==> src/rtl/rtc_pkg.sv <==
package rtc_pkg;
  localparam int ADDR_W  = 8;
  localparam int DATA_W  = 32;
  localparam int DIV_W   = 16;
  localparam int YEAR_W  = 12;
  localparam int STAT_W  = 6;

  localparam logic [ADDR_W-1:0] OFS_STAT  = 8'h08;
  localparam logic [ADDR_W-1:0] OFS_DIV   = 8'h0C;
  localparam logic [ADDR_W-1:0] OFS_TIME  = 8'h10;
  localparam logic [ADDR_W-1:0] OFS_DATE  = 8'h14;
  localparam logic [ADDR_W-1:0] OFS_ATIME = 8'h18;
  localparam logic [ADDR_W-1:0] OFS_ADATE = 8'h1C;

  // status bit positions
  localparam int ST_DAILY   = 0;
  localparam int ST_SEC     = 1;
  localparam int ST_DAILYEN = 2;
  localparam int ST_SECEN   = 3;
  localparam int ST_FULL    = 4;
  localparam int ST_FULLEN  = 5;
  localparam logic [STAT_W-1:0] FLAG_MASK = 6'b010011;

  typedef struct packed {
    logic [2:0] dow;
    logic [4:0] hour;
    logic [5:0] min;
    logic [5:0] sec;
  } cal_time_t;

  typedef struct packed {
    logic [YEAR_W-1:0] year;
    logic [3:0]        month;
    logic [4:0]        day;
  } cal_date_t;

  localparam int TIME_W  = $bits(cal_time_t);
  localparam int DATE_W  = $bits(cal_date_t);
  localparam int ATIME_W = TIME_W + 3;

  function automatic logic [2:0] week_of(input logic [4:0] day);
    logic [5:0] s;
    s = {1'b0, day} + 6'd6;
    return 3'(s / 6'd7);
  endfunction

  function automatic logic is_leap(input logic [YEAR_W-1:0] y);
    return (y[1:0] == 2'b00) &&
           (((y % YEAR_W'(100)) != '0) || ((y % YEAR_W'(400)) == '0));
  endfunction

  function automatic logic [4:0] month_len(input logic [3:0] m, input logic [YEAR_W-1:0] y);
    case (m)
      4'd2:                   return is_leap(y) ? 5'd29 : 5'd28;
      4'd4, 4'd6, 4'd9, 4'd11: return 5'd30;
      default:                return 5'd31;
    endcase
  endfunction
endpackage

==> src/rtl/rtc_divider.sv <==
module rtc_divider import rtc_pkg::*; (
  input  logic             clk,
  input  logic             rst_n,
  input  logic             tick_in,
  input  logic             restart,
  input  logic [DIV_W-1:0] divisor,
  output logic             sec_tick,
  output logic [DIV_W-1:0] count
);
  logic [DIV_W-1:0] cnt_q;
  logic             at_end;

  assign at_end   = (cnt_q >= divisor);
  assign sec_tick = tick_in && !restart && at_end;
  assign count    = cnt_q;

  always_ff @(posedge clk) begin
    if (!rst_n)       cnt_q <= '0;
    else if (restart) cnt_q <= '0;
    else if (tick_in) cnt_q <= at_end ? '0 : cnt_q + 1'b1;
  end
endmodule

==> src/rtl/rtc_calendar.sv <==
module rtc_calendar import rtc_pkg::*; #(
  parameter logic [YEAR_W-1:0] YEAR_RESET = 12'd2000
) (
  input  logic        clk,
  input  logic        rst_n,
  input  logic        sec_tick,
  input  logic        time_wr,
  input  logic        date_wr,
  input  logic [31:0] wdata,
  output cal_time_t   time_q,
  output cal_date_t   date_q,
  output cal_time_t   time_nx,
  output cal_date_t   date_nx
);
  cal_time_t adv_t;
  cal_date_t adv_d;
  logic sec_wrap, min_wrap, hr_wrap, midnight, day_end, year_end;

  always_comb begin
    sec_wrap = time_q.sec  >= 6'd59;
    min_wrap = time_q.min  >= 6'd59;
    hr_wrap  = time_q.hour >= 5'd23;
    midnight = sec_wrap && min_wrap && hr_wrap;
    day_end  = date_q.day >= month_len(date_q.month, date_q.year);
    year_end = date_q.month >= 4'd12;

    adv_t = time_q;
    adv_d = date_q;
    adv_t.sec = sec_wrap ? 6'd0 : time_q.sec + 6'd1;
    if (sec_wrap)
      adv_t.min = min_wrap ? 6'd0 : time_q.min + 6'd1;
    if (sec_wrap && min_wrap)
      adv_t.hour = hr_wrap ? 5'd0 : time_q.hour + 5'd1;
    if (midnight) begin
      adv_t.dow = (time_q.dow >= 3'd7) ? 3'd1 : time_q.dow + 3'd1;
      adv_d.day = day_end ? 5'd1 : date_q.day + 5'd1;
    end
    if (midnight && day_end)
      adv_d.month = year_end ? 4'd1 : date_q.month + 4'd1;
    if (midnight && day_end && year_end)
      adv_d.year = date_q.year + 1'b1;
  end

  always_comb begin
    if (time_wr)       time_nx = cal_time_t'(wdata[TIME_W-1:0]);
    else if (sec_tick) time_nx = adv_t;
    else               time_nx = time_q;
    if (date_wr)       date_nx = cal_date_t'(wdata[DATE_W-1:0]);
    else if (sec_tick) date_nx = adv_d;
    else               date_nx = date_q;
  end

  always_ff @(posedge clk) begin
    if (!rst_n) begin
      time_q <= '{dow: 3'd1, hour: 5'd0, min: 6'd0, sec: 6'd0};
      date_q <= '{year: YEAR_RESET, month: 4'd1, day: 5'd1};
    end else begin
      time_q <= time_nx;
      date_q <= date_nx;
    end
  end
endmodule

==> src/rtl/rtc_status.sv <==
module rtc_status import rtc_pkg::*; (
  input  logic               clk,
  input  logic               rst_n,
  input  logic               sec_tick,
  input  cal_time_t          time_nx,
  input  cal_date_t          date_nx,
  input  logic [ATIME_W-1:0] alarm_time,
  input  logic [DATE_W-1:0]  alarm_date,
  input  logic               stat_wr,
  input  logic [STAT_W-1:0]  wdata,
  output logic [STAT_W-1:0]  stat,
  output logic               irq
);
  logic [STAT_W-1:0] stat_q, set_v, stat_d;
  logic match_daily, match_full;

  always_comb begin
    match_daily = {time_nx.hour, time_nx.min, time_nx.sec} == alarm_time[16:0];
    match_full  = ({week_of(date_nx.day), time_nx} == alarm_time) &&
                  (date_nx == cal_date_t'(alarm_date));
    set_v = '0;
    set_v[ST_DAILY] = sec_tick && match_daily;
    set_v[ST_SEC]   = sec_tick;
    set_v[ST_FULL]  = sec_tick && match_full;
  end

  for (genvar i = 0; i < STAT_W; i++) begin : g_bit
    if (FLAG_MASK[i]) begin : g_flag
      assign stat_d[i] = set_v[i] | (stat_q[i] & ~(stat_wr & wdata[i]));
    end else begin : g_en
      assign stat_d[i] = stat_wr ? wdata[i] : stat_q[i];
    end
  end

  always_ff @(posedge clk) begin
    if (!rst_n) stat_q <= '0;
    else        stat_q <= stat_d;
  end

  assign stat = stat_q;
  assign irq  = (stat_q[ST_DAILY] & stat_q[ST_DAILYEN]) |
                (stat_q[ST_SEC]   & stat_q[ST_SECEN])   |
                (stat_q[ST_FULL]  & stat_q[ST_FULLEN]);
endmodule

==> src/rtl/rtc_core.sv <==
module rtc_core import rtc_pkg::*; #(
  parameter logic [DIV_W-1:0]  DIV_RESET  = 16'd32767,
  parameter logic [DIV_W-1:0]  TRIM_RESET = 16'd0,
  parameter logic [YEAR_W-1:0] YEAR_RESET = 12'd2000
) (
  input  logic              clk,
  input  logic              rst_n,
  input  logic              tick_32k,
  input  logic              req_valid,
  output logic              req_ready,
  input  logic              req_write,
  input  logic [ADDR_W-1:0] req_addr,
  input  logic [DATA_W-1:0] req_wdata,
  output logic              rsp_valid,
  output logic [DATA_W-1:0] rsp_rdata,
  output logic              irq
);
  logic [DIV_W-1:0]   div_q, trim_q, div_count;
  logic [ATIME_W-1:0] atime_q;
  logic [DATE_W-1:0]  adate_q;
  logic [STAT_W-1:0]  stat;
  logic               wr, rd, time_wr, date_wr, cal_wr, sec_tick;
  cal_time_t          time_q, time_nx;
  cal_date_t          date_q, date_nx;
  logic [DATA_W-1:0]  rd_mux;

  assign req_ready = 1'b1;
  assign wr      = req_valid && req_write;
  assign rd      = req_valid && !req_write;
  assign time_wr = wr && (req_addr == OFS_TIME);
  assign date_wr = wr && (req_addr == OFS_DATE);
  assign cal_wr  = time_wr || date_wr;

  rtc_divider u_div (
    .clk(clk), .rst_n(rst_n), .tick_in(tick_32k), .restart(cal_wr),
    .divisor(div_q), .sec_tick(sec_tick), .count(div_count)
  );

  rtc_calendar #(.YEAR_RESET(YEAR_RESET)) u_cal (
    .clk(clk), .rst_n(rst_n), .sec_tick(sec_tick), .time_wr(time_wr),
    .date_wr(date_wr), .wdata(req_wdata), .time_q(time_q), .date_q(date_q),
    .time_nx(time_nx), .date_nx(date_nx)
  );

  rtc_status u_stat (
    .clk(clk), .rst_n(rst_n), .sec_tick(sec_tick), .time_nx(time_nx),
    .date_nx(date_nx), .alarm_time(atime_q), .alarm_date(adate_q),
    .stat_wr(wr && (req_addr == OFS_STAT)), .wdata(req_wdata[STAT_W-1:0]),
    .stat(stat), .irq(irq)
  );

  always_ff @(posedge clk) begin
    if (!rst_n) begin
      div_q   <= DIV_RESET;
      trim_q  <= TRIM_RESET;
      atime_q <= '0;
      adate_q <= '0;
    end else if (wr) begin
      case (req_addr)
        OFS_DIV:   {trim_q, div_q} <= req_wdata;
        OFS_ATIME: atime_q <= req_wdata[ATIME_W-1:0];
        OFS_ADATE: adate_q <= req_wdata[DATE_W-1:0];
        default: ;
      endcase
    end
  end

  always_comb begin
    case (req_addr)
      OFS_STAT:  rd_mux = DATA_W'(stat);
      OFS_DIV:   rd_mux = {trim_q, div_q};
      OFS_TIME:  rd_mux = DATA_W'({week_of(date_q.day), time_q});
      OFS_DATE:  rd_mux = DATA_W'(date_q);
      OFS_ATIME: rd_mux = DATA_W'(atime_q);
      OFS_ADATE: rd_mux = DATA_W'(adate_q);
      default:   rd_mux = '0;
    endcase
  end

  always_ff @(posedge clk) begin
    if (!rst_n) begin
      rsp_valid <= 1'b0;
      rsp_rdata <= '0;
    end else begin
      rsp_valid <= rd;
      rsp_rdata <= rd ? rd_mux : '0;
    end
  end
endmodule

==> config.mk <==
export PLATFORM = sky130hd
export DESIGN_NAME = rtc_core
export DESIGN_NICKNAME = d
export VERILOG_FILES = /design/src/rtl/rtc_pkg.sv /design/src/rtl/rtc_divider.sv /design/src/rtl/rtc_calendar.sv /design/src/rtl/rtc_status.sv /design/src/rtl/rtc_core.sv
export SDC_FILE = /design/constraint.sdc
export NUM_CORES = 1
export LEC_CHECK = 0
export BUFFER_PORTS_ARGS = -buffer_cell sky130_fd_sc_hd__buf_2
export CAP_MARGIN = 20
export CORE_MARGIN = 2
export CORE_UTILIZATION = 35
export DETAILED_ROUTE_END_ITERATION = 10
export SETUP_SLACK_MARGIN = 0.02
export SLEW_MARGIN = 25
export SYNTH_ARGS = -nofsm -noshare
export SYNTH_HDL_FRONTEND = slang
export SYNTH_SLANG_ARGS = --single-unit
==> constraint.sdc <==
create_clock -name clk -period 11.7 [get_ports clk]
set_input_delay 1.17 -clock clk [delete_from_list [all_inputs] [get_ports clk]]
set_output_delay 1.17 -clock clk [all_outputs]
set_load 0.05 [all_outputs]
Yosys cells after proc, flatten, opt, wreduce, memory -nomap -nowiden --
Index checks and enable logic that the tools add are counted.
Cells by class: add/sub/neg operators 10, divide/modulo/power cells 4, magnitude comparators 7, equality and inequality tests 14, mux-type cells 20, bitwise gates (word level) 18, reductions and logical operators 28
Operators with widths (count):
- one-hot mux 32 bit (6 select lines) | 1
- two-way mux 21 bit | 2
- two-way mux 20 bit | 2
- == test 8 x 5 -> 1 bit, second input constant | 4
- == test 23 bit | 1
- == test 21 bit | 1
- two-way mux 5 bit | 4
- two-way mux 6 bit | 3
- == test 17 bit | 1
- adder 16 x 1 -> 16 bit, second input constant | 1
- == test 8 x 4 -> 1 bit, second input constant | 2
- >= comparator 16 bit | 1
- two-way mux 16 bit | 1
- logical AND 1 bit | 15
- adder 12 x 1 -> 12 bit, second input constant | 1
- adder 5 x 3 -> 6 bit, second input constant | 2
- adder 6 x 1 -> 6 bit, second input constant | 2
- divider 6 x 3 -> 6 bit, second input constant | 2
- >= comparator 6 bit, second input constant | 2
- zero test 12 bit | 1
- remainder unit 12 x 7 -> 12 bit, second input constant | 1
- remainder unit 12 x 9 -> 12 bit, second input constant | 1
- two-way mux 12 bit | 1
- nonzero test 12 bit | 1
- 23 further kinds | 48
Word-level totals: flip-flop bits (word level) 172, output and inout bits 35, logic and storage cells 117

Logic depth before layout (Yosys ltp) --
Gate-level depths: netlist of the first run.
depth in word-level cells 18, mapped depth 43

Hierarchy --
A second synthesis of the first run with hierarchy kept.
Unflattened totals: cells, all modules 1463, area, all modules 11549.8 um^2
By module, submodules not included:
- rtc_core | times used 1, cells an instance 624, area each 5177.5 um^2, seq. area each 2182.1 um^2
- rtc_calendar | times used 1, cells an instance 554, area each 3988.8 um^2, seq. area each 820.8 um^2
- rtc_status | times used 1, cells an instance 148, area each 1219.9 um^2, seq. area each 120.1 um^2
- rtc_divider | times used 1, cells an instance 137, area each 1163.6 um^2, seq. area each 320.3 um^2

Worst setup path after synthesis of the first run --
Ideal clock, no wire load.
kind register -> register, from register u_cal.date_q[17] (netlist name), to register u_stat.stat_q[4] (netlist: u_stat.stat[4]), setup time 0.117 ns, arrival time 8.109 ns, required time 11.583 ns, path slack 3.473 ns, stages on the path, launching flop included 42, buffers on the path 2, path through dfxtp_1 -> buf_2 -> or3_4 -> a32oi_4 -> nand4_1 -> a32oi_1 -> xnor2_1 -> nand2_1 -> maj3_1 -> a32oi_2 -> a221oi_1 -> or3_1 -> a41o_1 -> a32o_1 -> a21oi_1 -> ha_1 -> nand2b_1 -> a21oi_1 -> [6 not listed] -> ha_1 -> inv_1 -> nor3_1 -> nor2b_1 -> ha_1 -> inv_1 -> a211oi_2 -> mux2i_1 -> a31oi_1 -> nor2_1 -> ha_1 -> a31oi_1 -> a311oi_1 -> a311oi_1 -> a31oi_1 -> a31oi_1 -> xor2_1 -> a32o_2
Between the ends: cells in the longest elaborated chain, start to end 17
RTL lines:
- remainder unit 12 x 7 -> 12 bit / remainder unit 12 x 9 -> 12 bit (equally long branches) | line rtc_pkg.sv:49 | (((y % YEAR_W'(100)) != '0) || ((y % YEAR_W'(400)) == '0));
- nonzero test 12 bit / zero test 12 bit (equally long branches) | line rtc_pkg.sv:49
- logical OR 1 bit | line rtc_pkg.sv:49
- logical AND 1 bit | line rtc_pkg.sv:48 | return (y[1:0] == 2'b00) &&
- two-way mux 1 bit | line rtc_pkg.sv:54 | 4'd2: return is_leap(y) ? 5'd29 : 5'd28;
- one-hot mux 5 bit (2 select lines) | line rtc_pkg.sv:53 | case (m)
- >= comparator 5 bit | line rtc_calendar.sv:24 | day_end = date_q.day >= month_len(date_q.month, date_q.year);
- two-way mux 5 bit | line rtc_calendar.sv:36 | adv_d.day = day_end ? 5'd1 : date_q.day + 5'd1;
- two-way mux 5 bit | line rtc_calendar.sv:34 | if (midnight) begin
- two-way mux 21 bit * | line rtc_calendar.sv:49 | else if (sec_tick) date_nx = adv_d;
- two-way mux 21 bit * | line rtc_calendar.sv:48 | if (date_wr) date_nx = cal_date_t'(wdata[DATE_W-1:0]);
- adder 5 x 3 -> 6 bit | line rtc_pkg.sv:43 | s = {1'b0, day} + 6'd6;
- divider 6 x 3 -> 6 bit | line rtc_pkg.sv:44 | return 3'(s / 6'd7);
- == test 23 bit | line rtc_status.sv:19 | match_full = ({week_of(date_nx.day), time_nx} == alarm_time) &&
- logical AND 1 bit * | line rtc_status.sv:19
- logical AND 1 bit * | line rtc_status.sv:24 | set_v[ST_FULL] = sec_tick && match_full;
- bitwise OR 1 bit * | line rtc_status.sv:29 | assign stat_d[i] = set_v[i] | (stat_q[i] & ~(stat_wr & wdata[i]));
- end signal, assigned | line rtc_status.sv:37 | else stat_q <= stat_d;
- end, declared | line rtc_status.sv:14 | logic [STAT_W-1:0] stat_q, set_v, stat_d;
Every way passes the cells marked *; elsewhere a longest branch is shown, timed or not. A chain may end at the register's enable or synchronous reset.

Final worst setup path of the first run --
from register u_cal.date_q[19] (netlist name), to register u_stat.stat_q[4] (netlist: u_stat.stat[4])
Between the ends: cells in the longest elaborated chain, start to end 17
RTL lines (line):
- remainder unit 12 x 7 -> 12 bit / remainder unit 12 x 9 -> 12 bit (equally long branches) | rtc_pkg.sv:49
- nonzero test 12 bit / zero test 12 bit (equally long branches) | rtc_pkg.sv:49
- logical OR 1 bit | rtc_pkg.sv:49
- logical AND 1 bit | rtc_pkg.sv:48
- two-way mux 1 bit | rtc_pkg.sv:54
- one-hot mux 5 bit (2 select lines) | rtc_pkg.sv:53
- >= comparator 5 bit | rtc_calendar.sv:24
- two-way mux 5 bit | rtc_calendar.sv:36
- two-way mux 5 bit | rtc_calendar.sv:34
- two-way mux 21 bit * | rtc_calendar.sv:49
- two-way mux 21 bit * | rtc_calendar.sv:48
- adder 5 x 3 -> 6 bit | rtc_pkg.sv:43
- divider 6 x 3 -> 6 bit | rtc_pkg.sv:44
- == test 23 bit | rtc_status.sv:19
- logical AND 1 bit * | rtc_status.sv:19
- logical AND 1 bit * | rtc_status.sv:24
- bitwise OR 1 bit * | rtc_status.sv:29
Marks and branches as above.

==> results.toml, run 1 <==
[yosys]
yosys_warnings = 0
synth_cells = 1568
synth_cell_types = 98
syn_nets = 1657
yosysTopAreaCell = "dfxtp_1"
synthArstFlopShare_pct = 0
synthFlopType = "dfxtp_1"
syn_area_mm2 = 0.01163
synth_top_area_share_pct = 29.61
syn_avg_cell_area_um2 = 7.415
netlist_top_cells_area = "dfxtp_1 (30%), nand2_1 (8.3%), a21oi_1 (6.2%)"
synth_edf_count = 0
ys_seq_area_share_pct = 29.61
synth_seq_cells = 172

[sta]
rsz0062_at_grt = "false"
setup_slack_ns = 1.649
finalCriticalPeriod_ns = 10.05
worst-slew-pin-transition_ns = 1.094
fin_tns_setup_ns = 0
hold_viol_final = 0
finalCritPeriodShare_pct = 85.91
finalSetupViolCount = 0
hold_ws_ns = 0.4525
clock-skew-final_ns = 0.01582
fmax_mhz = 99.49
slew_headroom_pct = 26.31
report.final.slew_viol_count = 0

[placement]
hpwl_um = 29660
dp_cells = 2000
dpl_worst_slack_ns = 1.788
place_congestion = 0.9761
portBuffers = 78

[global_route]
grt_max_degree = 69
grt_pass1_vias = 11120
grt_usage_pct = 23.64
antenna_found_initial = 0
grt_overflow = 0
grt_pass1_wl_um = 63290

[pwr]
power_per_cell_area_mw_per_mm2 = 96.16
ir_worst_vdd_uv = 99.48
leakagePower_nw = 4.674

[floorplanning]
dieArea_mm2 = 0.03469
core_mm2 = 0.03262
ios = 80
start_util_pct = 35.65
fp.dieW_um = 186.3
die_h_um = 186.3
core.rowCount = 66

[setup_path]
end_kind = "flop"
criticalPathCategory = "reg2reg"
start_kind = "flop"
worst-path-max-fanout = 23
max_stage_delay_ns = 0.87
crit_arrival_ns = 10.38
critPathRequiredTime_ns = 12.03
critPathSlowestCell = "dfxtp_1"

[job]
drv_cap = 0

[clocking]
cts_tree = "built"
clkSlewWorstSetupHoldPaths_ns = 0.07
cts_resized = 0
root_buffer = "clkbuf_16"
clk_path_buf_depth = 2
numCtsBuffers = 17
worst_skew_pair.late_latency_ns = 0.44
ctsHoldBuffers = 0
cts_setup_buffers = 0
numClockSinks = 172
htree_levels = 4

[finish]
regArea_mm2 = 0.003445
nFillCells = 3359
drive_gt1_share_pct = 11.82
nets = 1666
n_antenna_cell = 0
multi_input_area_mm2 = 0.007540
instances_no_fill = 2032
area_growth_pct = 11.46

[detailed_routing]
drtPass1Iterations = 8
vias = 11980
drt.antenna.violating_nets = 0
drt_iter0_markers = 1217
wire_per_inst_um = 20.20
drc_errors = 0
drt-total-wl_um = 41050
drt-vias-per-instance = 5.895

[hold_path]
worstHoldPathType = "reg2reg"

[outcome]
status = "finished clean"
==> kinds of logic (layout without fill, tap and decap cells) <==
kind of cell | Yosys count | count (layout) | share of synthesized area [%]
AO/OA/AOI/OAI | 449 | 449 | 25.80
XOR/XNOR | 72 | 72 | 5.423
adder cells (fa/ha/maj) | 49 | 49 | 5.187
buffers and inverters | 176 | 198 | 5.886
flip-flops | 172 | 172 | 29.61
multiplexers | 30 | 30 | 2.722
other | 1 | 1 | 0.03225
AND/OR/NAND/NOR | 619 | 619 | 25.33
==> layer usage <==
metal | up-vias | wire length [µm] | GRT usage [%]
met5 | - | 0 | 0
met1 | 5670 | 18200 | 32.01
met3 | 82 | 2990 | 3.680
met4 | 0 | 1704 | 10.83
li1 | 5701 | - | -
met2 | 526 | 18150 | 36.98
==> cell usage in the layout, fill, tap and decap left out, types with 16 or more instances in the layout <==
cell type / instances
xor2_1: 27
clkbuf_16: 17
buf_4: 24
buf_2: 78
mux2i_1: 17
a222oi_1: 16
o211ai_1: 27
ha_1: 44
dfxtp_1: 171
nand2_1: 258
nor3_1: 32
nand3_1: 55
o21ai_0: 87
and3_1: 22
a21oi_1: 144
a31oi_1: 24
nand4_1: 27
xnor2_1: 45
and2_1: 16
nor2_1: 109
inv_1: 60
==> through the flow <==
stage          total power [mW]  instance area [µm²]  util (%)
2_1_floorplan            0.6308                11630         -
3_3_place_gp             0.6580                12350     37.85
3_5_place_dp             0.6581                12350     37.85
4_1_cts                   1.249                12960     39.73
5_1_grt                   1.279                12960     39.73
6_report                  1.246                12960     39.73
==> synth_stat cells, drive strengths merged (7+ instances only) <==
cell type,n
o211ai,27
a31oi,24
a311oi,8
o2111ai,13
o21a,9
nor2b,12
a211oi,16
mux2i,17
or4,7
and3,22
xor2,27
nor2,110
o221ai,9
buf,21
inv,62
nand3,55
and2,16
a222oi,16
or3,13
a21oi,144
xnor2,45
nand2,259
nor3,38
mux2,13
nor4,18
a32oi,17
nand4,28
dfxtp,172
nand2b,12
a221oi,8
o21ai,95
clkbuf,91
ha,44
==> where the power goes <==
group          internal, mW  switching [mW]
Clock                 0.331           0.270
Combinational        0.0157          0.0420
Sequential            0.586         0.00159
==> worst max-delay path, delay by kind of cell (launching register included) <==
family                   cells  cell delay, ns
AO/OA/AOI/OAI               18            4.29
AND/OR/NAND/NOR             11            2.67
adder cells (fa/ha/maj)      5            1.39
flip-flops                   1            0.87
buffers and inverters        3            0.38
multiplexers                 1            0.20
XOR/XNOR                     1            0.10
==> final timing paths <==
kind	endpoint	start	slack (ns)	cells after the start
max reg2reg	u_stat.stat[4]	u_cal.date_q[19]	1.65	39
min reg2reg	trim_q[8]	trim_q[8]	0.45	2
max	u_stat.stat[4]	u_cal.date_q[19]	1.65	39
min	trim_q[8]	trim_q[8]	0.45	2
==> registers in the layout, summed over array words and instances (netlist names) <==
register / count
adate_q: 21
trim_q: 16
rsp_valid: 1
u_cal.date_q: 21
u_stat.stat: 6
u_cal.time_q: 20
atime_q: 23
div_q: 16
rsp_rdata: 32
u_div.count: 16
==> final cells by class <==
class,instances,share of cell area (%)
clock inverter,13,1.303
tap,442,4.267
multi-input combinational,1220,58.18
inverter,64,1.854
sequential,172,26.58
clock buffer,19,3.418
timing repair buffer,102,4.402
Note: power is estimated with default switching activity, not from simulation.
==> inputs of run 2 (changes only) <==
--- a/config.mk
+++ b/config.mk
@@ -8,8 +8,9 @@
 export BUFFER_PORTS_ARGS = -buffer_cell sky130_fd_sc_hd__buf_2
 export CAP_MARGIN = 20
 export CORE_MARGIN = 2
-export CORE_UTILIZATION = 35
+export CORE_UTILIZATION = 55
 export DETAILED_ROUTE_END_ITERATION = 10
+export PLACE_DENSITY = 0.74
 export SETUP_SLACK_MARGIN = 0.02
 export SLEW_MARGIN = 25
 export SYNTH_ARGS = -nofsm -noshare
==> run 2 against run 1 <==
Critical path depth unchanged. Non-clock buffer count down 4. Design area down 1.9%. Clock skew up 0.0014 ns. Clock power down 5.8%. First-iteration DRC count up 16%. Combinational power down 2%. Sequential share of layout area up 0.50 points. Worst setup slack better by 0.20 ns. Die area down 36%. Maximum frequency up 2.0%. Flip-flop and latch count unchanged. Critical endpoint unchanged.
==> results.toml, run 2 (synthesis gave the netlist of run 1 again) <==
[clocking]
clkSlewWorstSetupHoldPaths_ns = 0.08
cts_resized = 0
numClockSinks = 172
root_buffer = "clkbuf_16"
cts_tree = "built"
htree_levels = 4
numCtsBuffers = 17
worst_skew_pair.late_latency_ns = 0.45
cts_setup_buffers = 0
ctsHoldBuffers = 0
clk_path_buf_depth = 2

[floorplanning]
fp.dieW_um = 149.4
ios = 80
die_h_um = 149.4
core_mm2 = 0.02089
core.rowCount = 53
start_util_pct = 55.66
dieArea_mm2 = 0.02232

[sta]
finalCriticalPeriod_ns = 9.850
finalCritPeriodShare_pct = 84.18
hold_ws_ns = 0.4512
fmax_mhz = 101.5
hold_viol_final = 0
fin_tns_setup_ns = 0
slew_headroom_pct = 28.22
rsz0062_at_grt = "false"
setup_slack_ns = 1.850
finalSetupViolCount = 0
worst-slew-pin-transition_ns = 1.074
clock-skew-final_ns = 0.01723
report.final.slew_viol_count = 0

[setup_path]
r2r_start = "u_cal.date_q[15]"
cp-endpoint = "u_stat.stat[4]"
critPathSlowestCell = "dfxtp_1"
start_kind = "flop"
rr_endpoint = "u_stat.stat[4]"
reg2reg_depth = 39
max_stage_delay_ns = 0.98
critPathRequiredTime_ns = 12.03
crit_start = "u_cal.date_q[15]"
criticalPathCategory = "reg2reg"
end_kind = "flop"
crit_arrival_ns = 10.18
reg2reg_slack_ns = 1.85
worst-path-max-fanout = 30

[detailed_routing]
met3WireLength_um = 3964
wl_met2_um = 17000
drt-total-wl_um = 38580
top_layer = "met4"
vias = 12210
drt.antenna.violating_nets = 0
drtPass1Iterations = 10
drt-vias-per-instance = 6.559
wire_per_inst_um = 20.73
drt-met1-wl_um = 15540
drt_iter0_markers = 1407
drc_errors = 0

[placement]
place_congestion = 1.003
hpwl_um = 27760
dp_cells = 1829
dpl_worst_slack_ns = 1.923
portBuffers = 78

[hold_path]
whs_path_depth = 2
worstHoldPathType = "reg2reg"

[global_route]
grt_pass1_wl_um = 59860
antenna_found_initial = 0
grt_pass1_vias = 11060
grt_max_degree = 70
grt_usage_pct = 34.27
grt_overflow = 0

[finish]
top_register = "rsp_rdata"
nFillCells = 1954
layout_commonest_cell = "nand2_1"
final_cell_mix = "nand2_1 (258), dfxtp_1 (172), a21oi_1 (144), nor2_1 (109), o21ai_0 (87)"
n_antenna_cell = 0
biggestRegsByFlops = "rsp_rdata: 32 flops, atime_q: 23 flops"
drive_gt1_share_pct = 11.73
nets = 1662
instances_no_fill = 1861
area_growth_pct = 9.373
largest_reg_flops = 32

[outcome]
status = "finished clean"

[pwr]
power_switching_mw = 0.3224
power.share.clock_pct = 46.8
ir_worst_vdd_uv = 112.8
p_int_mw = 0.8880
leakagePower_nw = 4.645
combPwrFrac_pct = 4.7
switching_share_pct = 26.63
pwr-share-seq_pct = 48.6
power_mw = 1.210
power_per_cell_area_mw_per_mm2 = 95.17

[job]
drv_cap = 0
run 2: changes by cell type in the layout (fill, tap and decap cells not counted), moves of 2 or more:
| cell | change |
|---|---|
| buf_4 | -4 |
| inv_8 | -2 |
| bufinv_16 | -2 |
| clkinv_8 | +5 |
run 2: critical path: cells and delay by family, from the launching register on:
kind	cells	cell delay, ns
compound gates	18	4.11
simple gates	11	2.60
fa+ha+maj	5	1.38
flops	1	0.98
buf+inv	3	0.39
mux	1	0.19
xor+xnor	1	0.09
run 2: power groups by stage:
stage / Clock [mW] / Combinational, mW / Sequential [mW]
2_1_floorplan: 0 / 0.0295 / 0.601
3_3_place_gp: 0 / 0.0538 / 0.601
3_5_place_dp: 0 / 0.0545 / 0.601
4_1_cts: 0.569 / 0.0547 / 0.588
5_1_grt: 0.591 / 0.0589 / 0.588
6_report: 0.566 / 0.0565 / 0.588
run 2: layout make-up:
| cell class | instances | area [µm²] | area share [%] |
|---|---|---|---|
| Timing Repair Buffer | 98 | 540.5 | 4.250 |
| Clock buffer | 17 | 425.4 | 3.345 |
| Multi-Input combinational cell | 1220 | 7551 | 59.38 |
| Sequential cell | 172 | 3443 | 27.08 |
| Clock inverter | 15 | 172.7 | 1.358 |
| Tap cell | 275 | 344.1 | 2.706 |
| Inverter | 64 | 240.2 | 1.889 |
run 2: worst min-delay path by stage:
stage	startpoint	endpoint	slack, ns
3_5_place_dp	trim_q[13]	trim_q[13]	0.44
3_3_place_gp	trim_q[7]	trim_q[7]	0.44
6_report	trim_q[10]	trim_q[10]	0.45
2_1_floorplan	trim_q[10]	trim_q[10]	0.43
4_1_cts	trim_q[13]	trim_q[13]	0.45
5_1_grt	trim_q[12]	trim_q[12]	0.48
run 2: per-layer routing:
layer	global-route usage, %	up-vias
li1	-	5693
met1	45.69	5669
met2	52.68	707
met3	6.544	138
met4	17.67	0
met5	0	-
run 2: metrics by stage:
stage | instance area (µm²) | util [%]
2_1_floorplan | 11630 | -
3_3_place_gp | 12110 | 57.96
3_5_place_dp | 12110 | 57.99
4_1_cts | 12710 | 60.86
5_1_grt | 12720 | 60.88
6_report | 12720 | 60.88
